**config.mk**
```make
export PLATFORM = sky130hd
export DESIGN_NAME = irq_dma_channel
export DESIGN_NICKNAME = d
export VERILOG_FILES = /design/src/rtl/dmach_pkg.sv /design/src/rtl/dmach_gate.sv /design/src/rtl/dmach_addr.sv /design/src/rtl/irq_dma_channel.sv
export SDC_FILE = /design/constraint.sdc
export NUM_CORES = 1
export LEC_CHECK = 0
export BUFFER_PORTS_ARGS = -buffer_cell sky130_fd_sc_hd__buf_4
export CORE_MARGIN = 2
export CORE_UTILIZATION = 39
export CTS_CLUSTER_DIAMETER = 50
export CTS_CLUSTER_SIZE = 14
export DETAILED_ROUTE_END_ITERATION = 8
export HOLD_SLACK_MARGIN = 0.03
export PLACE_DENSITY = 0.88
export SLEW_MARGIN = 20
export SYNTH_ARGS = -nofsm -noshare
export SYNTH_HDL_FRONTEND = slang
export SYNTH_SLANG_ARGS = --single-unit
export TNS_END_PERCENT = 20
```
**constraint.sdc**
```tcl
create_clock -name clk -period 1.56 [get_ports clk]
set_clock_uncertainty 0.15 [all_clocks]
set_input_delay 0.156 -clock clk [delete_from_list [all_inputs] [get_ports clk]]
set_output_delay 0.156 -clock clk [all_outputs]
set_load 0.02 [all_outputs]
```
**src/rtl/dmach_pkg.sv**
```systemverilog
package dmach_pkg;
    parameter int REG_W  = 8;
    parameter int PAGE_W = 8;
    parameter int PRIO_W = 3;
    parameter int DATA_W = 8;
    parameter int ADDR_W = PAGE_W + REG_W;

    localparam int CTL_RF     = 0;
    localparam int CTL_PSEL   = 1;
    localparam int CTL_MASK   = 2;
    localparam int CTL_IE     = 3;
    localparam int CTL_SWPEND = 4;
    localparam int CTL_EOBCLR = 5;

    typedef enum logic [1:0] {
        SEL_CTRL  = 2'd0,
        SEL_COUNT = 2'd1,
        SEL_PTR   = 2'd2,
        SEL_NONE  = 2'd3
    } reg_sel_e;

    typedef struct packed {
        logic             rf;
        logic             psel;
        logic             mask;
        logic             ie;
        logic             pend;
        logic             eob;
        logic [REG_W-1:0] cnt;
        logic [REG_W-1:0] ptr;
    } chan_st_t;
endpackage

```
**src/rtl/dmach_gate.sv**
```systemverilog
module dmach_gate
    import dmach_pkg::*;
(
    input  logic              pend,
    input  logic              mask,
    input  logic              cnt_zero,
    input  logic [PRIO_W-1:0] src_prio,
    input  logic [PRIO_W-1:0] cpu_prio,
    input  logic              top_busy,
    input  logic              instr_end,
    output logic              req,
    output logic              grant
);
    logic prio_ok;

    always_comb begin
        req     = pend && mask && !cnt_zero;
        prio_ok = (src_prio >= cpu_prio);
        grant   = req && prio_ok && instr_end && !top_busy;
    end
endmodule

```
**src/rtl/dmach_addr.sv**
```systemverilog
module dmach_addr
    import dmach_pkg::*;
(
    input  logic              psel,
    input  logic [PAGE_W-1:0] page_a,
    input  logic [PAGE_W-1:0] page_b,
    input  logic [REG_W-1:0]  ptr,
    output logic [ADDR_W-1:0] addr
);
    logic [PAGE_W-1:0] page;

    always_comb begin
        page = psel ? page_b : page_a;
        addr = {page, ptr};
    end
endmodule

```
**src/rtl/irq_dma_channel.sv**
```systemverilog
module irq_dma_channel
    import dmach_pkg::*;
#(
    parameter logic [REG_W-1:0] RF_LIMIT = REG_W'('hDF)
) (
    input  logic              clk,
    input  logic              rst_n,
    input  logic              reg_we,
    input  logic [1:0]        reg_sel,
    input  logic [REG_W-1:0]  reg_wdata,
    input  logic              evt_pend,
    input  logic [PRIO_W-1:0] src_prio,
    input  logic [PRIO_W-1:0] cpu_prio,
    input  logic              top_busy,
    input  logic              instr_end,
    input  logic              dir_rx,
    input  logic [PAGE_W-1:0] page_a,
    input  logic [PAGE_W-1:0] page_b,
    input  logic [DATA_W-1:0] periph_rdata,
    input  logic [DATA_W-1:0] mem_rdata,
    output logic              dma_req,
    output logic              mem_req,
    output logic              mem_we,
    output logic              mem_rf,
    output logic [ADDR_W-1:0] mem_addr,
    output logic [DATA_W-1:0] mem_wdata,
    output logic              periph_we,
    output logic [DATA_W-1:0] periph_wdata,
    output logic              eob_irq
);
    chan_st_t st_d, st_q;
    logic     cnt_zero;
    logic     grant;

    logic             chk_mask;
    logic             chk_eob;
    logic [REG_W-1:0] chk_ptr;

    assign cnt_zero = (st_q.cnt == '0);

    dmach_gate u_gate (
        .pend      (st_q.pend),
        .mask      (st_q.mask),
        .cnt_zero  (cnt_zero),
        .src_prio  (src_prio),
        .cpu_prio  (cpu_prio),
        .top_busy  (top_busy),
        .instr_end (instr_end),
        .req       (dma_req),
        .grant     (grant)
    );

    dmach_addr u_addr (
        .psel   (st_q.psel),
        .page_a (page_a),
        .page_b (page_b),
        .ptr    (st_q.ptr),
        .addr   (mem_addr)
    );

    always_comb begin
        st_d = st_q;
        // unmasked with nothing left: straight to end-of-block
        if (st_q.mask && cnt_zero) begin
            st_d.mask = 1'b0;
            st_d.eob  = 1'b1;
        end
        if (grant) begin
            st_d.ptr  = st_q.ptr + 1'b1;
            st_d.cnt  = st_q.cnt - 1'b1;
            st_d.pend = 1'b0;
            if (st_q.cnt == REG_W'(1)) begin
                st_d.mask = 1'b0;
                st_d.eob  = 1'b1;
            end
        end
        if (evt_pend) begin
            st_d.pend = 1'b1;
        end
        if (reg_we) begin
            case (reg_sel_e'(reg_sel))
                SEL_CTRL: begin
                    st_d.rf   = reg_wdata[CTL_RF];
                    st_d.psel = reg_wdata[CTL_PSEL];
                    st_d.mask = reg_wdata[CTL_MASK];
                    st_d.ie   = reg_wdata[CTL_IE];
                    if (reg_wdata[CTL_SWPEND]) st_d.pend = 1'b1;
                    if (reg_wdata[CTL_EOBCLR]) st_d.eob  = 1'b0;
                end
                SEL_COUNT: st_d.cnt = reg_wdata;
                SEL_PTR: begin
                    if (!(st_q.rf && (reg_wdata > RF_LIMIT))) begin
                        st_d.ptr = reg_wdata;
                    end
                end
                default: ;
            endcase
        end
    end

    always_ff @(posedge clk) begin
        if (!rst_n) begin
            st_q <= '0;
        end else begin
            st_q <= st_d;
        end
    end

    always_comb begin
        mem_req      = grant;
        mem_we       = grant && dir_rx;
        periph_we    = grant && !dir_rx;
        mem_rf       = st_q.rf;
        mem_wdata    = periph_rdata;
        periph_wdata = mem_rdata;
        eob_irq      = st_q.eob && st_q.ie;
        chk_mask     = st_q.mask;
        chk_eob      = st_q.eob;
        chk_ptr      = st_q.ptr;
    end
endmodule

```
==> results by group, run 1 <==
Run status
  – Status: finished, violations left
  – Violations in the final reports: setup timing

Yosys
  – Adder-cell share of the synthesized area: 4.85%
  – Simple-gate portion of the synthesized area: 20.7%
  – Most used DFF post-synth: dfxtp_1
  – Cells after Synth: 181
  – Number of flops mapped to enable cells by yosys: 0
  – Combinational family with the most area after synthesis: simple AND/OR/NAND/NOR gates
  – Synthesized area: 0.00155 mm²
  – Mux share of post-synthesis cell area: 7.77%
  – #FFs+latches synth: 22
  – Syn_nets: 242
  – Yosys warns: 0
  – Yosys cell types: 39
  – Post-Synth XOR/XNOR Area: 7.93%
  – Post-synthesis sequential area ratio: 28.5%
  – Ys async rst share: 0%
  – Compound-Gate Fraction of Synth Area: 14.5%
  – Avg Inst Size Synth: 8.54 µm²

Die
  – Row Count: 22
  – Die area: 0.00448 mm²
  – Core area: 0.00374 mm²
  – Horiz. Die Dim: 67.0 µm
  – Initial Util: 41.3%
  – Chip height: 67.0 µm
  – I/O pin count: 93

Final layout
  – Post-route cell area: 0.00229 mm²
  – Layout cells sized above 1: 49.4%
  – Syn-to-layout area delta: 47.9%
  – Layout net count: 307
  – # diodes: 0

Critical path
  – CP Data Arrival Time: 1.52 ns
  – CP Launch Type: register
  – CP required: 1.25 ns
  – CP Class: register to primary output
  – CP Capture Type: primary output
  – Max FO, Critical Path: 2

Route
  – Routed len/inst: 15.2 µm
  – Iter 0 DRT Violations: 50
  – Via-to-Cell Ratio: 5.30
  – Router iterations before antenna repair: 4
  – Final wirelength: 4450 µm
  – DRT antenna net count: 0
  – DR DRC count: 0
  – Routed via count: 1554

STA
  – Final hold viol count: 0
  – Relative slew slack: 72.3%
  – TNS Setup: -3.42 ns
  – Fraction of the cycle the final worst path needs: 117%
  – RSZ-0062 raised after global routing: yes
  – Max Slew Vio Count: 0
  – Final setup viols: 23
  – Fin crit period: 1.83 ns
  – Worst slew pin tran: 0.416 ns
  – Setup ws final: -0.269 ns
  – Fmax: 547 MHz

Placement
  – Gp weighted congestion: 0.870
  – Setup WS pre-CTS: -0.215 ns
  – Post-DP HPWL: 3180 µm
  – Placed cell areas: 0.00200 mm²
  – PortBufs: 60

Clocking
  – CTS sink count: 22
  – CTS tree: yes
  – H-tree depth: 1
  – Clk root buf: clkbuf_8
  – Clock slew at reported path FFs: 0.09 ns
  – Clk Latency, worst-skew pair: 0.28 ns
  – TritonCTS Buffers: 3
  – Max Root-Sink Buffers: 2

Global routing
  – Largest net degree at the start of global routing: 23
  – Overall Global Routing Usage: 20.7%
  – GRT Residual Overflow: 0
  – Vias in the first global route: 1474
  – Initial antenna violation count: 0
  – First-pass GRT wire length: 6910 µm

Run
  – Max cap viols: 0

Min path
  – Hold WC Path Type: input port to register

Pwr
  – Cell Pwr Density: 673 mW/mm²
  – Final Total Pwr: 0.00154 W
  – Worst IR Drop VDD: 534 µV
  – LEAKAGE: 0.985 nW
cell usage after synthesis (all sizes together) (2+ instances only):
library cell,count,area [µm²]
o22ai,3,18.8
mux2i,3,30.0
nor2,9,33.8
nand4,6,37.5
and2,2,12.5
inv,7,28.8
nor3,3,15.0
a221oi,2,17.5
a21oi,12,60.1
mux2,8,90.1
nand3,8,40.0
a31oi,2,27.5
nand4b,2,17.5
dfxtp,22,440
o21ai,12,63.8
nand2,12,52.6
buf,27,200
nand3b,3,22.5
clkbuf,4,15.0
and3,5,31.3
xor2,12,105
ha,6,75.1
xnor2,2,17.5
worst paths after layout:
| path | start | endpoint | slack, ns | cells after the start |
|---|---|---|---|---|
| max reg2reg | st_q[14] | chk_eob | -0.21 | 6 |
| min reg2reg | st_q[18] | st_q[18] | 0.34 | 2 |
| min | reg_wdata[6] | st_q[14] | 0.03 | 3 |
| max | st_q[14] | dma_req | -0.27 | 5 |
sequential cells by signal, summed over array words and instances, names as in the netlist:
name and flops:
chk_eob 1, st_q 11, mem_rf 1, chk_ptr 8
chk_mask 1
metrics by stage:
step	hold slack, ns	util (%)	std cells
after CTS	0.0306	59.9	292
after global placement	0.162	53.3	274
final	0.0320	61.1	293
after global routing	0.0670	61.1	293
after detailed placement	0.162	53.3	274
after floorplan	0.118	-	181
per-layer routing:
metal	part of all wire, %	track usage [%]	wire [µm]	up-vias
li1	-	-	-	749
met1	39	23.0	1740	717
met2	49	35.9	2190	77
met3	8.9	5.91	397	11
met4	2.6	9.95	116	0
met5	0	0	0	-
cell families (layout without fill, tap and decap cells):
kind of cell / after synthesis / in the layout
AND/OR/NAND/NOR: 55 / 55
adder cells (fa/ha/maj): 6 / 6
AO/OA/AOI/OAI: 35 / 35
XOR/XNOR: 14 / 14
multiplexers: 11 / 11
buffers and inverters: 38 / 102
flip-flops: 22 / 22
cell type report:
class	instances	area, µm²
Timing Repair Buffer	91	742
Sequential cell	22	452
Multi-Input combinational cell	121	936
Inverter	7	31.3
Clock buffer	4	66.3
Fill cell	315	1460
Tap cell	48	60.1
critical path, stage by stage, from the launching register on:
cell and delay [ns]:
dfxtp_2 0.34, nor4_4 0.37, buf_4 0.19, and3_4 0.18
nor2_2 0.04, buf_6 0.12
power breakdown:
group	internal, W	switching (W)	total (W)
logic	0.000232	0.000196	0.000427
registers	0.000586	0.0000249	0.000611
clock network	0.000280	0.000222	0.000502
placed cells by master (no fill, tap or decap), drive strengths merged:
cell type,count
buf,83
dfxtp,22
a21oi,12
xor2,12
nand2,12
o21ai,12
nor2,9
mux2,8
dlygate4sd3,8
nand3,8
inv,7
nand4,6
ha,6
and3,5
clkbuf,4
nand3b,3
o22ai,3
nor3,3
mux2i,3
nand4b,2
and2,2
a221oi,2
a31oi,2
xnor2,2
nor4,1
nor2b,1
a41o,1
and4,1
a211oi,1
nor3b,1
a32o,1
nor4b,1
o221ai,1
what timing repair did:
item | in CTS | in global routing
setup endpoints to repair | 31 | 31
gates resized for setup | 12 | 9
setup buffers | 6 | 1
pin swaps | 15 | 6
endpoints found under the hold margin | 9 | 0
hold buffers | 8 | 0
Power figures use the tool's default switching activity.
==> run 2: changes to the inputs <==
CORE_UTILIZATION = 43   (was 39)
GPL_TIMING_DRIVEN = 0   (was unset)
PLACE_DENSITY = 0.92   (was 0.88)
clock period = 1.9 ns   (was 1.56 ns; I/O delays follow)
==> results by group, run 2 (same netlist as run 1, synthesis figures left out) <==
Run status
  – Status: finished, violations left
  – Violations in the final reports: setup timing

Final layout
  – # diodes: 0
  – Syn-to-layout area delta: 56.3%
  – Largest Register: st_q
  – Post-route cell area: 0.00242 mm²
  – Largest register FFs: 11
  – Commonest cells after routing, fill and taps aside: buf_4 (105), dfxtp_1 (16), a21oi_1 (12), xor2_1 (12)
  – Most common cell after layout, fill and taps aside: buf_4
  – Layout net count: 339
  – Layout cells sized above 1: 49.8%

Clocking
  – CTS tree: yes
  – Max Root-Sink Buffers: 2
  – Clk root buf: clkbuf_4
  – TritonCTS Buffers: 3
  – Clk Latency, worst-skew pair: 0.31 ns
  – CTS sink count: 22
  – H-tree depth: 1
  – Clock slew at reported path FFs: 0.13 ns

Pwr
  – LEAKAGE: 1.11 nW
  – Final Total Pwr: 0.00126 W
  – Cell Pwr Density: 523 mW/mm²
  – Worst IR Drop VDD: 483 µV

Die
  – Initial Util: 45.6%
  – Chip height: 64.0 µm
  – I/O pin count: 93
  – Row Count: 21
  – Core area: 0.00339 mm²
  – Horiz. Die Dim: 64.0 µm
  – Die area: 0.00409 mm²

Route
  – Via-to-Cell Ratio: 5.37
  – Final wirelength: 4630 µm
  – DR DRC count: 0
  – Routed len/inst: 14.3 µm
  – Iter 0 DRT Violations: 49
  – DRT antenna net count: 0
  – Routed via count: 1735
  – Router iterations before antenna repair: 4

STA
  – Relative slew slack: 64.1%
  – RSZ-0062 raised after global routing: yes
  – TNS Setup: -0.0601 ns
  – Final setup viols: 2
  – Worst slew pin tran: 0.537 ns
  – Hold Slack: 0.0619 ns
  – Fin crit period: 1.94 ns
  – Fraction of the cycle the final worst path needs: 102%
  – Max Slew Vio Count: 0
  – Final hold viol count: 0
  – Fmax: 515 MHz
  – Setup ws final: -0.0411 ns

Critical path
  – CP Launch Type: register
  – Register-to-register setup slack: 0 ns
  – Max FO, Critical Path: 4
  – Crit path max-delay family: simple AND/OR/NAND/NOR gates
  – CP Class: register to primary output
  – CP required: 1.56 ns
  – Critical R2R Launch: st_q[13]
  – Cell mode on critical path: buf_6
  – Slowest cell on the critical path: dfxtp_2
  – CP Data Arrival Time: 1.60 ns
  – Worst R2R Path Depth: 7
  – Largest stage delay, worst path: 0.37 ns
  – Cell chain of the critical path: nor4_4 > a31oi_4 > buf_6 > and3_4 > buf_6
  – CP Capture Type: primary output
  – WP buf/inv: 2
  – Reg2reg end: chk_ptr[3]

Global routing
  – Initial antenna violation count: 0
  – GRT Residual Overflow: 0
  – First-pass GRT wire length: 7260 µm
  – Largest net degree at the start of global routing: 14
  – Overall Global Routing Usage: 22.1%
  – Vias in the first global route: 1673

Placement
  – Placed cell areas: 0.00217 mm²
  – PortBufs: 76
  – Gp weighted congestion: 0.852
  – Setup WS pre-CTS: -0.0965 ns
  – Post-DP HPWL: 3250 µm

Run
  – Max cap viols: 0

Min path
  – Hold worst-path end: st_q[20]
  – Hold Crit Depth: 3
  – Hold WC Path Type: input port to register
  – Hold path startpoint: rst_n
## run 2: repair_timing
action | 4_1_cts | 5_1_grt
gates resized for setup | 14 | 2
cloned | 0 | 0
setup endpoints to repair | 8 | 19
endpoints found under the hold margin | 9 | 1
pin swaps | 5 | 2
hold buffers | 8 | 1
setup buffers | 6 | 1
## run 2: worst min-delay path: cells and delay by family
family | cells | cell delay [ns]
buf+inv | 2 | 0.20
simple gates | 1 | 0.11
## run 2: area by class of cell
cell class              count  area [µm²]
fillers                   258         972
multi-input cells         121         890
repair buffers             92         721
flip-flops and latches     22         453
plain buffers              31         215
well taps                  46        57.6
clock inverters             1        30.0
inverters                   7        28.8
clock buffers               3        22.5
## run 2: worst max path at each step
stage                     slack (ns)  endpoint      from  cells after the start
final                          -0.04    mem_we  st_q[13]                      5
after global placement         -0.05   chk_eob   st_q[8]                      7
after CTS                      -0.05    mem_we  st_q[14]                      5
after global routing           -0.10    mem_we  st_q[13]                      5
after detailed placement        -0.1   chk_eob   st_q[8]                      7
after floorplan                 0.16  chk_mask   st_q[8]                      7
## run 2: routing by layer
metal  GRT usage (%)  part of all wire, %  vias to the layer above
met2            39.7                   50                      114
met5               0                    0                        -
met4            10.6                  2.4                        0
met1            24.0                   38                      793
li1                -                    -                      816
met3            5.46                  9.5                       12
## run 2: stage by stage
step	instances	utilization, %
finish	323	71.3
global route	323	71.3
CTS	321	70.7
detailed placement	303	64.2
global placement	303	64.2
floorplan	181	-
## run 2: where the power goes
part	total, W	internal (W)	switching, W
registers	0.000502	0.000482	0.0000206
logic	0.000395	0.000212	0.000183
clock network	0.000367	0.000213	0.000153
==> run 3: changes to the inputs <==
clock period = 1.8 ns   (was 1.9 ns; I/O delays follow)
==> results by group, run 3 (same netlist as run 1, synthesis figures left out) <==
Final layout
  – Layout net count: 340
  – Most common cell after layout, fill and taps aside: buf_4
  – Syn-to-layout area delta: 58.5%
  – Layout cells sized above 1: 51.8%
  – Commonest cells after routing, fill and taps aside: buf_4 (105), dfxtp_1 (16)
  – Largest register FFs: 11
  – Number of fill cells: 248
  – Finished Core Util: 72.3%
  – Largest Register: st_q
  – # diodes: 0
  – Non-Filler Instances: 324

STA
  – Setup ws final: -0.132 ns
  – Fraction of the cycle the final worst path needs: 107%
  – TNS Setup: -0.481 ns
  – Final hold viol count: 0
  – Fmax: 518 MHz
  – RSZ-0062 raised after global routing: yes
  – Fin crit period: 1.93 ns
  – Relative slew slack: 60.2%
  – Max Slew Vio Count: 0
  – Final setup viols: 9
  – Worst slew pin tran: 0.594 ns

Pwr
  – LEAKAGE: 1.12 nW
  – Cell Pwr Density: 546 mW/mm²
  – Final Total Pwr: 0.00134 W
  – Worst IR Drop VDD: 511 µV

Global routing
  – Initial antenna violation count: 0
  – Largest net degree at the start of global routing: 14
  – Overall Global Routing Usage: 22.7%
  – Vias in the first global route: 1719
  – First-pass GRT wire length: 7450 µm
  – GRT Residual Overflow: 0

Run
  – Max cap viols: 0

Critical path
  – WP buf/inv: 2
  – Largest stage delay, worst path: 0.37 ns
  – CP Class: register to primary output
  – Cell chain of the critical path: nor4_4 > a31oi_4 > buf_6 > and3_4 > buf_6
  – CP Data Arrival Time: 1.60 ns
  – Max FO, Critical Path: 4
  – Slowest cell on the critical path: dfxtp_2
  – CP Capture Type: primary output
  – Cell mode on critical path: buf_6
  – CP Launch Type: register
  – CP required: 1.47 ns
  – Crit path max-delay family: simple AND/OR/NAND/NOR gates

Die
  – Initial Util: 45.6%
  – Horiz. Die Dim: 64.0 µm
  – Die area: 0.00409 mm²
  – I/O pin count: 93
  – Chip height: 64.0 µm
  – Row Count: 21
  – Core area: 0.00339 mm²

Route
  – DR DRC count: 0
  – Routed len/inst: 14.7 µm
  – Via-to-Cell Ratio: 5.40
  – Router iterations before antenna repair: 4
  – Iter 0 DRT Violations: 59
  – Final wirelength: 4750 µm
  – Routed via count: 1751
  – DRT antenna net count: 0

Clocking
  – Clk Latency, worst-skew pair: 0.32 ns
  – CTS sink count: 22
  – Max Root-Sink Buffers: 2
  – Clock slew at reported path FFs: 0.13 ns
  – TritonCTS Buffers: 3
  – Clk root buf: clkbuf_4
  – CTS tree: yes
  – H-tree depth: 1

Run status
  – Violations in the final reports: setup timing
  – Status: finished, violations left

Placement
  – Post-DP HPWL: 3250 µm
  – Setup WS pre-CTS: -0.196 ns
  – Inst Count DP: 303
  – Gp weighted congestion: 0.852
  – PortBufs: 76

Min path
  – Hold WC Path Type: input port to register
==> run 3: worst min-delay path: cells and delay by family <==
kind	cells	cell delay [ns]
AND/OR/NAND/NOR	1	0.11
buffers and inverters	2	0.21
==> run 3: worst paths after layout <==
check	startpoint	to	slack, ns	cells past startpoint
worst min-delay path	rst_n	st_q[20]	0.07	3
worst min register to register	st_q[18]	st_q[18]	0.36	2
worst max-delay path	st_q[13]	mem_we	-0.13	5
worst max register to register	st_q[13]	chk_ptr[2]	-0.07	7
==> run 3: area by class of cell <==
cell class	count	area (µm²)	area share (%)
Multi-Input combinational cell	121	907	37.0
Timing Repair Buffer	93	732	29.9
Sequential cell	22	453	18.5
Buffer	31	218	8.88
Tap cell	46	57.6	2.35
Inverter	7	31.3	1.28
Clock inverter	1	30.0	1.23
Clock buffer	3	22.5	0.919
==> run 3: repair_timing <==
item / in CTS / in global routing
hold endpoints to repair: 11 / 0
pin swaps: 8 / 4
setup endpoints to repair: 26 / 15
gates resized for setup: 17 / 7
setup buffers: 7 / 1
hold buffers: 9 / 0
==> run 3: per-layer routing <==
metal  vias to the layer above  GRT usage [%]  wire, µm
met4                         0           13.0       176
li1                        814              -         -
met3                        21           4.23       427
met5                         -              0         0
met2                       113           39.8      2380
met1                       803           25.4      1770
==> run 3: report_power, final <==
group | internal, W | leakage (nW) | switching, W
Combinational | 0.000225 | 0.911 | 0.000195
Clock | 0.000225 | 0.0279 | 0.000163
Sequential | 0.000509 | 0.183 | 0.0000227
Total | 0.000959 | 1.12 | 0.000380
==> run 3: stage by stage <==
| stage | cell area, µm² | hold WS, ns |
|---|---|---|
| floorplan | 1550 | 0.142 |
| global route | 2450 | 0.0858 |
| finish | 2450 | 0.0669 |
| global placement | 2170 | 0.251 |
| detailed placement | 2170 | 0.276 |
| CTS | 2420 | 0.0643 |
